[src/rtl/quat_pkg.sv]
package quat_pkg;
  localparam int GROUP_QUATS = 9;
  localparam int SYNC_QUATS  = 9;
  localparam logic [8:0] SYNC_WORD = 9'b110001011;

  typedef enum logic [1:0] {
    MODE_QUIET = 2'b00,
    MODE_TONE  = 2'b01,
    MODE_DATA  = 2'b10,
    MODE_IDLE  = 2'b11
  } txMode_e;

  typedef enum logic [2:0] {
    K_QUIET, K_TONE_HI, K_TONE_LO, K_SYNC, K_PAY, K_MCH
  } quatKind_e;

  typedef struct packed {
    logic      step;
    quatKind_e kind;
    logic [3:0] slot;
    logic      invSync;
    logic      frameFirst;
  } ctrlStrobe_t;
endpackage

[src/rtl/quat_ctrl.sv]
module quat_ctrl
  import quat_pkg::*;
#(
  parameter int GROUPS       = 12,
  parameter int SUPER_FRAMES = 8,
  parameter int M_QUATS      = 3
) (
  input  logic        clk,
  input  logic        rstN,
  input  logic        quatTick,
  input  logic [1:0]  txMode,
  output ctrlStrobe_t strobe
);
  localparam int SEG_LAST = GROUPS + 1;
  localparam int SEG_W    = $clog2(GROUPS + 2);
  localparam int FR_W     = (SUPER_FRAMES > 1) ? $clog2(SUPER_FRAMES) : 1;

  logic [SEG_W-1:0] segIdx;
  logic [3:0]       quatIdx;
  logic [FR_W-1:0]  frameIdx;
  logic [2:0]       tonePhase;
  logic             isLastSeg;
  logic [3:0]       lastQuat;

  always_comb begin
    isLastSeg = (segIdx == SEG_W'(SEG_LAST));
    lastQuat  = isLastSeg ? 4'(M_QUATS - 1) : 4'(GROUP_QUATS - 1);
    strobe.step       = quatTick;
    strobe.slot       = quatIdx;
    strobe.invSync    = (frameIdx == '0);
    strobe.frameFirst = (segIdx == '0) && (quatIdx == '0);
    case (txMode)
      MODE_DATA: begin
        if (segIdx == '0)   strobe.kind = K_SYNC;
        else if (isLastSeg) strobe.kind = K_MCH;
        else                strobe.kind = K_PAY;
      end
      MODE_TONE: strobe.kind = tonePhase[2] ? K_TONE_LO : K_TONE_HI;
      default:   strobe.kind = K_QUIET;
    endcase
  end

  always_ff @(posedge clk) begin
    if (!rstN) begin
      segIdx    <= '0;
      quatIdx   <= '0;
      frameIdx  <= '0;
      tonePhase <= '0;
    end else if (quatTick) begin
      tonePhase <= (txMode == MODE_TONE) ? tonePhase + 3'd1 : 3'd0;
      if (txMode != MODE_DATA) begin
        segIdx   <= '0;
        quatIdx  <= '0;
        frameIdx <= '0;
      end else if (quatIdx == lastQuat) begin
        quatIdx <= '0;
        if (isLastSeg) begin
          segIdx   <= '0;
          frameIdx <= (frameIdx == FR_W'(SUPER_FRAMES - 1)) ? '0 : frameIdx + 1'b1;
        end else begin
          segIdx <= segIdx + 1'b1;
        end
      end else begin
        quatIdx <= quatIdx + 4'd1;
      end
    end
  end

  // Tone pattern: a high half is followed by a low half after four tone ticks
  assert_tone_half_R7: assert property (@(posedge clk) disable iff (!rstN)
    (quatTick && txMode == MODE_TONE && tonePhase == 3'd3) |=> (tonePhase == 3'd4));
endmodule

[src/rtl/quat_dpath.sv]
module quat_dpath
  import quat_pkg::*;
#(
  parameter int SCR_LEN = 23,
  parameter int LT_TAP  = 5,
  parameter int NT_TAP  = 18
) (
  input  logic        clk,
  input  logic        rstN,
  input  ctrlStrobe_t strobe,
  input  logic        ntMode,
  input  logic [7:0]  b1Data,
  input  logic [7:0]  b2Data,
  input  logic [1:0]  dData,
  input  logic [5:0]  mData,
  output logic [1:0]  symCode,
  output logic        symValid,
  output logic        noSignal,
  output logic        frameStart,
  output logic        superStart
);
  logic [SCR_LEN-1:0] scrReg, scrMid, scrNext;
  logic [17:0] grpVec;
  logic [4:0]  idxA;
  logic [2:0]  mIdxA;
  logic        bitA, bitB, scrA, scrB, syncBit;
  logic [1:0]  codeNext;
  logic        isPayload;

  function automatic logic [SCR_LEN:0] scrStep(input logic [SCR_LEN-1:0] st,
                                               input logic din, input logic nt);
    logic fb;
    fb = din ^ (nt ? st[NT_TAP-1] : st[LT_TAP-1]) ^ st[SCR_LEN-1];
    return {st[SCR_LEN-2:0], fb, fb};
  endfunction

  always_comb begin
    grpVec    = {b1Data, b2Data, dData};
    idxA      = 5'd17 - {strobe.slot, 1'b0};
    mIdxA     = 3'd5 - {strobe.slot[1:0], 1'b0};
    isPayload = (strobe.kind == K_PAY) || (strobe.kind == K_MCH);
    if (strobe.kind == K_MCH) begin
      bitA = mData[mIdxA];
      bitB = mData[mIdxA - 3'd1];
    end else begin
      bitA = grpVec[idxA];
      bitB = grpVec[idxA - 5'd1];
    end
    {scrMid, scrA}  = scrStep(scrReg, bitA, ntMode);
    {scrNext, scrB} = scrStep(scrMid, bitB, ntMode);
    syncBit = SYNC_WORD[4'd8 - strobe.slot] ^ strobe.invSync;
    case (strobe.kind)
      K_SYNC:    codeNext = {syncBit, 1'b0};
      K_PAY,
      K_MCH:     codeNext = {scrA, scrB};
      K_TONE_HI: codeNext = 2'b10;
      default:   codeNext = 2'b00;
    endcase
  end

  always_ff @(posedge clk) begin
    if (!rstN) begin
      scrReg     <= '1;
      symCode    <= '0;
      symValid   <= 1'b0;
      noSignal   <= 1'b0;
      frameStart <= 1'b0;
      superStart <= 1'b0;
    end else begin
      symValid   <= strobe.step;
      frameStart <= strobe.step && strobe.kind == K_SYNC && strobe.frameFirst;
      superStart <= strobe.step && strobe.kind == K_SYNC && strobe.frameFirst && strobe.invSync;
      if (strobe.step) begin
        symCode  <= codeNext;
        noSignal <= (strobe.kind == K_QUIET);
        if (isPayload) scrReg <= scrNext;
      end
    end
  end

  assert_scr_hold_R5: assert property (@(posedge clk) disable iff (!rstN)
    !(strobe.step && isPayload) |=> $stable(scrReg));
  assert_valid_after_tick_R9: assert property (@(posedge clk) disable iff (!rstN)
    symValid |-> $past(strobe.step));
  assert_sync_level_R1: assert property (@(posedge clk) disable iff (!rstN)
    frameStart |-> (symValid && symCode[0] == 1'b0));
  assert_super_in_frame_R2: assert property (@(posedge clk) disable iff (!rstN)
    superStart |-> frameStart);
  assert_quiet_zero_R8: assert property (@(posedge clk) disable iff (!rstN)
    noSignal |-> (symCode == 2'b00));
endmodule

[src/rtl/quat_line_framer.sv]
module quat_line_framer
  import quat_pkg::*;
#(
  parameter int GROUPS       = 12,
  parameter int SUPER_FRAMES = 8,
  parameter int M_QUATS      = 3,
  parameter int SCR_LEN      = 23,
  parameter int LT_TAP       = 5,
  parameter int NT_TAP       = 18
) (
  input  logic       clk,
  input  logic       rstN,
  input  logic       quatTick,
  input  logic       ntMode,
  input  logic [1:0] txMode,
  input  logic [7:0] b1Data,
  input  logic [7:0] b2Data,
  input  logic [1:0] dData,
  input  logic [5:0] mData,
  output logic [1:0] symCode,
  output logic       symValid,
  output logic       noSignal,
  output logic       frameStart,
  output logic       superStart
);
  localparam int FRAME_QUATS = SYNC_QUATS + GROUPS * GROUP_QUATS + M_QUATS;
  localparam int GAP_W       = $clog2(FRAME_QUATS + 1);

  ctrlStrobe_t strobe;

  quat_ctrl #(.GROUPS(GROUPS), .SUPER_FRAMES(SUPER_FRAMES), .M_QUATS(M_QUATS)) ctrl_i (
    .clk(clk), .rstN(rstN), .quatTick(quatTick), .txMode(txMode), .strobe(strobe));

  quat_dpath #(.SCR_LEN(SCR_LEN), .LT_TAP(LT_TAP), .NT_TAP(NT_TAP)) dpath_i (
    .clk(clk), .rstN(rstN), .strobe(strobe), .ntMode(ntMode),
    .b1Data(b1Data), .b2Data(b2Data), .dData(dData), .mData(mData),
    .symCode(symCode), .symValid(symValid), .noSignal(noSignal),
    .frameStart(frameStart), .superStart(superStart));

  // Frame-length watch: quats emitted since the last frame opening in an unbroken data run
  logic [GAP_W-1:0] gapCnt;
  logic             inRun;
  logic             isDataKind, isOpening;

  always_comb begin
    isDataKind = strobe.kind == K_SYNC || strobe.kind == K_PAY || strobe.kind == K_MCH;
    isOpening  = strobe.kind == K_SYNC && strobe.frameFirst;
  end

  always_ff @(posedge clk) begin
    if (!rstN) begin
      gapCnt <= '0;
      inRun  <= 1'b0;
    end else if (strobe.step) begin
      if (isOpening) begin
        inRun  <= 1'b1;
        gapCnt <= GAP_W'(1);
      end else if (isDataKind) begin
        gapCnt <= gapCnt + 1'b1;
      end else begin
        inRun <= 1'b0;
      end
    end
  end

  assert_frame_len_R3: assert property (@(posedge clk) disable iff (!rstN)
    (strobe.step && isOpening && inRun) |-> (gapCnt == GAP_W'(FRAME_QUATS)));
endmodule

[config.mk]
export PLATFORM = sky130hd
export DESIGN_NAME = quat_line_framer
export DESIGN_NICKNAME = d
export VERILOG_FILES = /design/src/rtl/quat_pkg.sv /design/src/rtl/quat_ctrl.sv /design/src/rtl/quat_dpath.sv /design/src/rtl/quat_line_framer.sv
export SDC_FILE = /design/constraint.sdc
export NUM_CORES = 1
export LEC_CHECK = 0
export ABC_AREA = 1
export BUFFER_PORTS_ARGS = -buffer_cell sky130_fd_sc_hd__buf_2
export CAP_MARGIN = 20
export CORE_MARGIN = 4
export CORE_UTILIZATION = 34
export CTS_BUF_LIST = sky130_fd_sc_hd__clkbuf_16
export CTS_CLUSTER_SIZE = 20
export DETAILED_ROUTE_END_ITERATION = 7
export GPL_TIMING_DRIVEN = 0
export PLACE_DENSITY_LB_ADDON = 0.15
export SYNTH_ARGS = -nofsm -noshare
export SYNTH_HDL_FRONTEND = slang
export SYNTH_SLANG_ARGS = --single-unit
[constraint.sdc]
create_clock -name clk -period 5 [get_ports clk]
set_input_delay 0.5 -clock clk [delete_from_list [all_inputs] [get_ports clk]]
set_output_delay 0.5 -clock clk [all_outputs]
set_load 0.02 [all_outputs]
# Word level (Yosys, flattened, before mapping)
# Memories as Yosys holds them, arrays and structs flattened.
# Index checks and enable logic that the tools add are counted.
# W data, S select, Z words.
dict set report op_classes {
  magnitude_cmp 5
  n_reduce_logical 15
  n_addsub 9
  eq_ne 10
  bitwise_logic 5
  mux 29
}
# operator count
set ops {}
lappend ops {{$mux W4} 6}
lappend ops {{$mux W3} 6}
lappend ops {{$lt A5 B6 Y1 const B} 2}
lappend ops {{$bmux W1 S5} 2}
lappend ops {{$mux W1} 10}
lappend ops {{$eq A3 B3 Y1 const B} 3}
lappend ops {{$add A4 B1 Y4 const B} 2}
lappend ops {{$logic_not A4 Y1} 2}
lappend ops {{$lt A3 B4 Y1 const B} 2}
lappend ops {{$add A3 B1 Y3 const B} 2}
lappend ops {{$bmux W1 S3} 2}
lappend ops {{$logic_not A3 Y1} 2}
lappend ops {{$pmux W2 S3} 1}
lappend ops {{$pmux W3 S2} 1}
lappend ops {{$lt A4 B5 Y1 const B} 1}
lappend ops {{$sub A5 B1 Y5 const B} 1}
lappend ops {{$sub A5 B5 Y5 const A} 1}
lappend ops {{$xor A1 B1 Y1} 5}
lappend ops {{$eq A4 B4 Y1} 1}
lappend ops {{$eq A4 B4 Y1 const B} 1}
lappend ops {{$logic_and A1 B1 Y1} 4}
lappend ops {{$reduce_and A2 Y1} 2}
lappend ops {{$reduce_bool A2 Y1} 2}
lappend ops {{$sub A4 B4 Y4 const A} 1}
lappend ops {{other kinds (11)} 11}
dict set report word_totals {
  mem_bits_ro 16
  ff_bits 43
  mem_count 1
  word_cells 84
  in_bits 30
  output_inout_bits 6
}
# name words width read_ports rd_ports_with_merged_regs write_ports line_no
set memory_table {}
lappend memory_table {{(name not given)} 16 1 1 0 0 quat_dpath.sv:51} ;# syncBit = SYNC_WORD[4'd8 - strobe.slot] ^ strobe.invSync;

# Longest topological paths before layout
dict set report logic_depth {
  depth_word 9
  mapped_depth 17
  mapped_depth_nobuf 16
}

# Hierarchy
# A second synthesis with hierarchy kept.
dict set report hier_totals {
  hier_cells 362
  hier_area_um2 2443.6
}
# module instances seq_area_each_um2 cells_each area_each_um2
set modules_own_cells {}
lappend modules_own_cells {quat_dpath 1 580.6 220 1443.9}
lappend modules_own_cells {quat_ctrl 1 280.3 142 999.7}

# Least setup slack after synthesis
# OpenSTA, ideal clock, no wires.
dict set report synth_path {
  path_type {reg-to-reg}
  start {reg ctrl_i.quatIdx[0]}
  end {reg dpath_i.symCode[1]}
  n_path_buf 2
  setup_ps 113
  path_slack_ps 3002
  period_less_slack_ps 1998
  t_required_ps 4887
  path_stages_with_launch 17
  t_arrival_ps 1885
  cell_sequence {dfxtp_1 -> inv_2 -> buf_6 -> ha_1 -> buf_2 -> nor2_1 -> nand2_1 -> nor2_1 -> nand2_1 -> nand3_1 -> nand2_1 -> nand2_1 -> nand2_1 -> nand2_1 -> nand2_1 -> nand2_1 -> nand2_1}
}
dict set report synth_via {
  elab_chain_cells 7
  word_cells_on_any_way 14
  cone_classes {3 x add/sub; 7 x mux; 3 x bitwise; 1 x memory}
}
# item line_no
set synth_rtl {}
lappend synth_rtl {{start: declaration} quat_ctrl.sv:19} ;# logic [3:0] quatIdx;
lappend synth_rtl {{start signal: assignment} quat_ctrl.sv:64} ;# quatIdx <= quatIdx + 4'd1;
lappend synth_rtl {{$sub A5 B5 Y5 or $sub A3 B3 Y3 (tied branches)} {quat_dpath.sv:39, quat_dpath.sv:40}}
lappend synth_rtl {{$bmux W1 S5 or $bmux W1 S3 (tied branches)} {quat_dpath.sv:46, quat_dpath.sv:43}}
lappend synth_rtl {{$mux W1 (on tied branches)} {quat_dpath.sv:46, quat_dpath.sv:43}}
lappend synth_rtl {{$mux W1} quat_dpath.sv:42} ;# if (strobe.kind == K_MCH) begin
lappend synth_rtl {{$xor A1 B1 Y1 (2 in a row)} quat_dpath.sv:33} ;# fb = din ^ (nt ? st[NT_TAP-1] : st[LT_TAP-1]) ^ st[SCR_LEN-1];
lappend synth_rtl {{$pmux W2 S3 *} quat_dpath.sv:52} ;# case (strobe.kind)
lappend synth_rtl {{end signal: assignment} quat_dpath.sv:74} ;# symCode <= codeNext;
lappend synth_rtl {{end: declaration} quat_dpath.sv:16} ;# output logic [1:0] symCode,
# Every way passes the cells marked *; elsewhere a longest branch is shown, timed or not. The select of a mux whose other input is x is not followed.
# A chain may end at the register's enable or synchronous reset.

# Worst setup path after layout
# Same ends and word-level chain as after synthesis.

==> flow_summary_export.csv <==
group,metric,value,unit
synth,synth_simple_gate_area_share,33.4,%
detailed_routing,vias,2131,
placement,port_buffers,35,
timing,finalCritPeriodShare,46.6,%
synth,seq_area_frac_synth,37.4,%
floorplanning,fp.coreArea,6460,sq um
worst_setup_path,critPathLaunchType,"register",
clocking,cts_tree,"done",
detailed_routing,avgViaCountPerCell,4.80,
synth,synth_edf_count,0,
clocking,clkLatencyLatePin,0.29,ns
placement,gp_congestion,0.832,
finish,instances_no_fill,444,
timing,setup_viol,0,
clocking,numCtsBuffers,5,
worst_setup_path,cp.arrival,2.51,ns
placement,dpl.hpwl,3930,um
detailed_routing,wirelength,5260,um
timing,max_freq,429,MHz
global_route,antenna_found_initial,0,
synth,ys_async_sr_fraction,0,%
clocking,postCtsHoldBufs,0,
detailed_routing,detail-route-antenna-nets,0,
synth,synth.distinct_cells,31,
timing,period_needed,2.33,ns
synth,synthAdderAreaFrac,5.97,%
synth,synth_top_family_by_area,"simple AND/OR/NAND/NOR gates",
synth,synth_nets,365,
worst_setup_path,worst-path-max-fanout,10,
synth,ys_warn_count,0,
synth,ys_ff_latch,43,
floorplanning,die_height,90.3,um
synth,synth_most_common_cell,"nand2_1",
detailed_routing,first_pass_iters,4,
timing,setup_tns,0,ns
floorplanning,die_w,90.3,um
synth,synth.area.mux_share,0,%
job,maxCapViolCount,0,
global_route,grt_pass1_vias,2043,
synth,netlist_instances,324,
finish,area_growth,18.1,%
synth,synth_compound_area_share,11.4,%
synth,synth-xor-area-share,2.28,%
power,ir_drop,128,uV
floorplanning,ios,36,
detailed_routing,avgRoutedWirePerCell,11.8,um
global_route,overflow,0,
finish,antenna_cells,0,
synth,synth_commonest_cells,"86 x nand2_1, 43 x dfxtp_1, 43 x nand3_1, 33 x inv_1, 21 x nor2_1",
detailed_routing,drtIter0Drc,107,
timing,tightest_slew,0.488,ns
finish,drive_gt1_share,19.6,%
clocking,cts_max_path_buffers,2,
clocking,clk_pin_slew,0.06,ns
hold_path,hp-class,"register to register",
worst_setup_path,cp-end-kind,"register",
finish,final_nets,407,
global_route,grt_usage,13.8,%
floorplanning,initial_core_util,35.7,%
detailed_routing,drc,0,
timing,fin_worst_skew,0.00391,ns
timing,rsz0062_at_grt,"false",
placement,placed_cells,436,
synth,synthDominantCellAreaShare,37.4,%
synth,syn_avg_cell_area,7.11,sq um
worst_setup_path,r2r_slack,2.67,ns
timing,slew_viol_final,0,
timing,hold_viol,0,
global_route,grt_pass1_wl,9470,um
floorplanning,row_count,29,
synth,ys.flop_type,"dfxtp_1",
worst_setup_path,cp.required,5.18,ns
timing,max_slew_margin,67.5,%
power,powerDensity,284,nW/um^2
floorplanning,die_area,8160,sq um
clocking,cts_post_setup_buffers_inserted,0,
clocking,htreeDepth,2,
synth,syn-cell-area,2300,sq um
global_route,grt_max_degree,15,
status,status,"finished clean",
clocking,cts_resized,0,
power,leakage,0.00131,uW
synth,yosys.area.top_type,"dfxtp_1",
worst_setup_path,crit_type,"register to register",
clocking,cts_sinks,43,
synth,synth_area_leaders,"dfxtp_1 37%, nand2_1 14%, nand3_1 9.3%, ha_1 6.0%, inv_1 5.4%",
clocking,cts-root-buf,"clkbuf_16",
[registers in the layout, summed over array words and instances, names as in the netlist]
register and cells:
dpath_i.symValid 1, ctrl_i.frameIdx 3, ctrl_i.quatIdx 4, dpath_i.frameStart 1, dpath_i.scrReg 23, ctrl_i.tonePhase 3, dpath_i.symCode 2, dpath_i.noSignal 1
ctrl_i.segIdx 4, dpath_i.superStart 1
[final timing paths]
path | startpoint | end | cells after the start
min reg2reg | dpath_i.scrReg[0]$_SDFFE_PN1P_ | dpath_i.scrReg[2]$_SDFFE_PN1P_ | 2
max | ctrl_i.quatIdx[0]$_SDFFE_PN0P_ | dpath_i.symCode[1]$_SDFFE_PN0P_ | 16
max reg2reg | ctrl_i.quatIdx[0]$_SDFFE_PN0P_ | dpath_i.symCode[1]$_SDFFE_PN0P_ | 16
min | dpath_i.scrReg[0]$_SDFFE_PN1P_ | dpath_i.scrReg[2]$_SDFFE_PN1P_ | 2
[stage by stage]
stage	total power (uW)	worst slack, ns	hold WS (ns)	cell area, sq um	util (%)
6_report	772	2.67	0.454	2720	42.1
5_1_grt	811	2.40	0.487	2720	42.1
4_1_cts	783	2.64	0.457	2720	42.1
3_5_place_dp	459	2.65	0.442	2580	39.9
3_3_place_gp	458	2.68	0.439	2580	39.9
2_1_floorplan	427	3.00	0.429	2300	-
[layout make-up]
class,instances,area [sq um]
fill,704,3740
multi-input combinational,231,1220
sequential,43,861
timing repair buffer,35,175
inverter,39,148
clock buffer,5,125
tap,77,96.3
buffer,11,72.6
clock inverter,3,20.0
[critical path, cell delays in order (launching register included)]
cell	delay [ns]
dfxtp_1	0.47
inv_2	0.12
buf_6	0.16
ha_1	0.28
buf_2	0.19
nor2_1	0.22
nand2_1	0.08
nor2_1	0.13
nand2_1	0.07
nand3_1	0.10
nand2_1	0.06
nand2_1	0.05
nand2_1	0.07
nand2_1	0.06
nand2_1	0.05
nand2_1	0.06
nand2_1	0.05
[report_power, final]
part / internal (uW) / switching, uW / leakage [uW] / total (uW)
combinational: 36.8 / 59.8 / 0.000898 / 96.6
clock: 184 / 137 / 0.0000658 / 321
sequential: 350 / 4.88 / 0.000349 / 354
[logic make-up after synthesis]
| kind of cell | count (synthesis) |
|---|---|
| AO/OA/AOI/OAI | 43 |
| AND/OR/NAND/NOR | 171 |
| flip-flops | 43 |
| buffers and inverters | 50 |
| XOR/XNOR | 6 |
| adder cells (fa/ha/maj) | 11 |
[cells in the final DEF, fill, tap and decap left out, drive strengths merged, types with 3 or more instances in the layout]
master and instances:
a21oi 14, o21ai 22, dfxtp 43, buf 43, nor2 22, clkinv 3, ha 11, o211ai 5
nand4 7, inv 37, clkbuf 8, nand2 92, nor3 5, xor2 4, nand3 43
[layer usage]
metal  up-vias  wire, um  GRT usage [%]
met5         -         0              0
met4         0        84           4.97
met3         6       270           3.67
met2        50      2090           20.3
met1       938      2810           19.2
li1       1137         -              -
No activity file was read; power rests on OpenSTA's default activity.
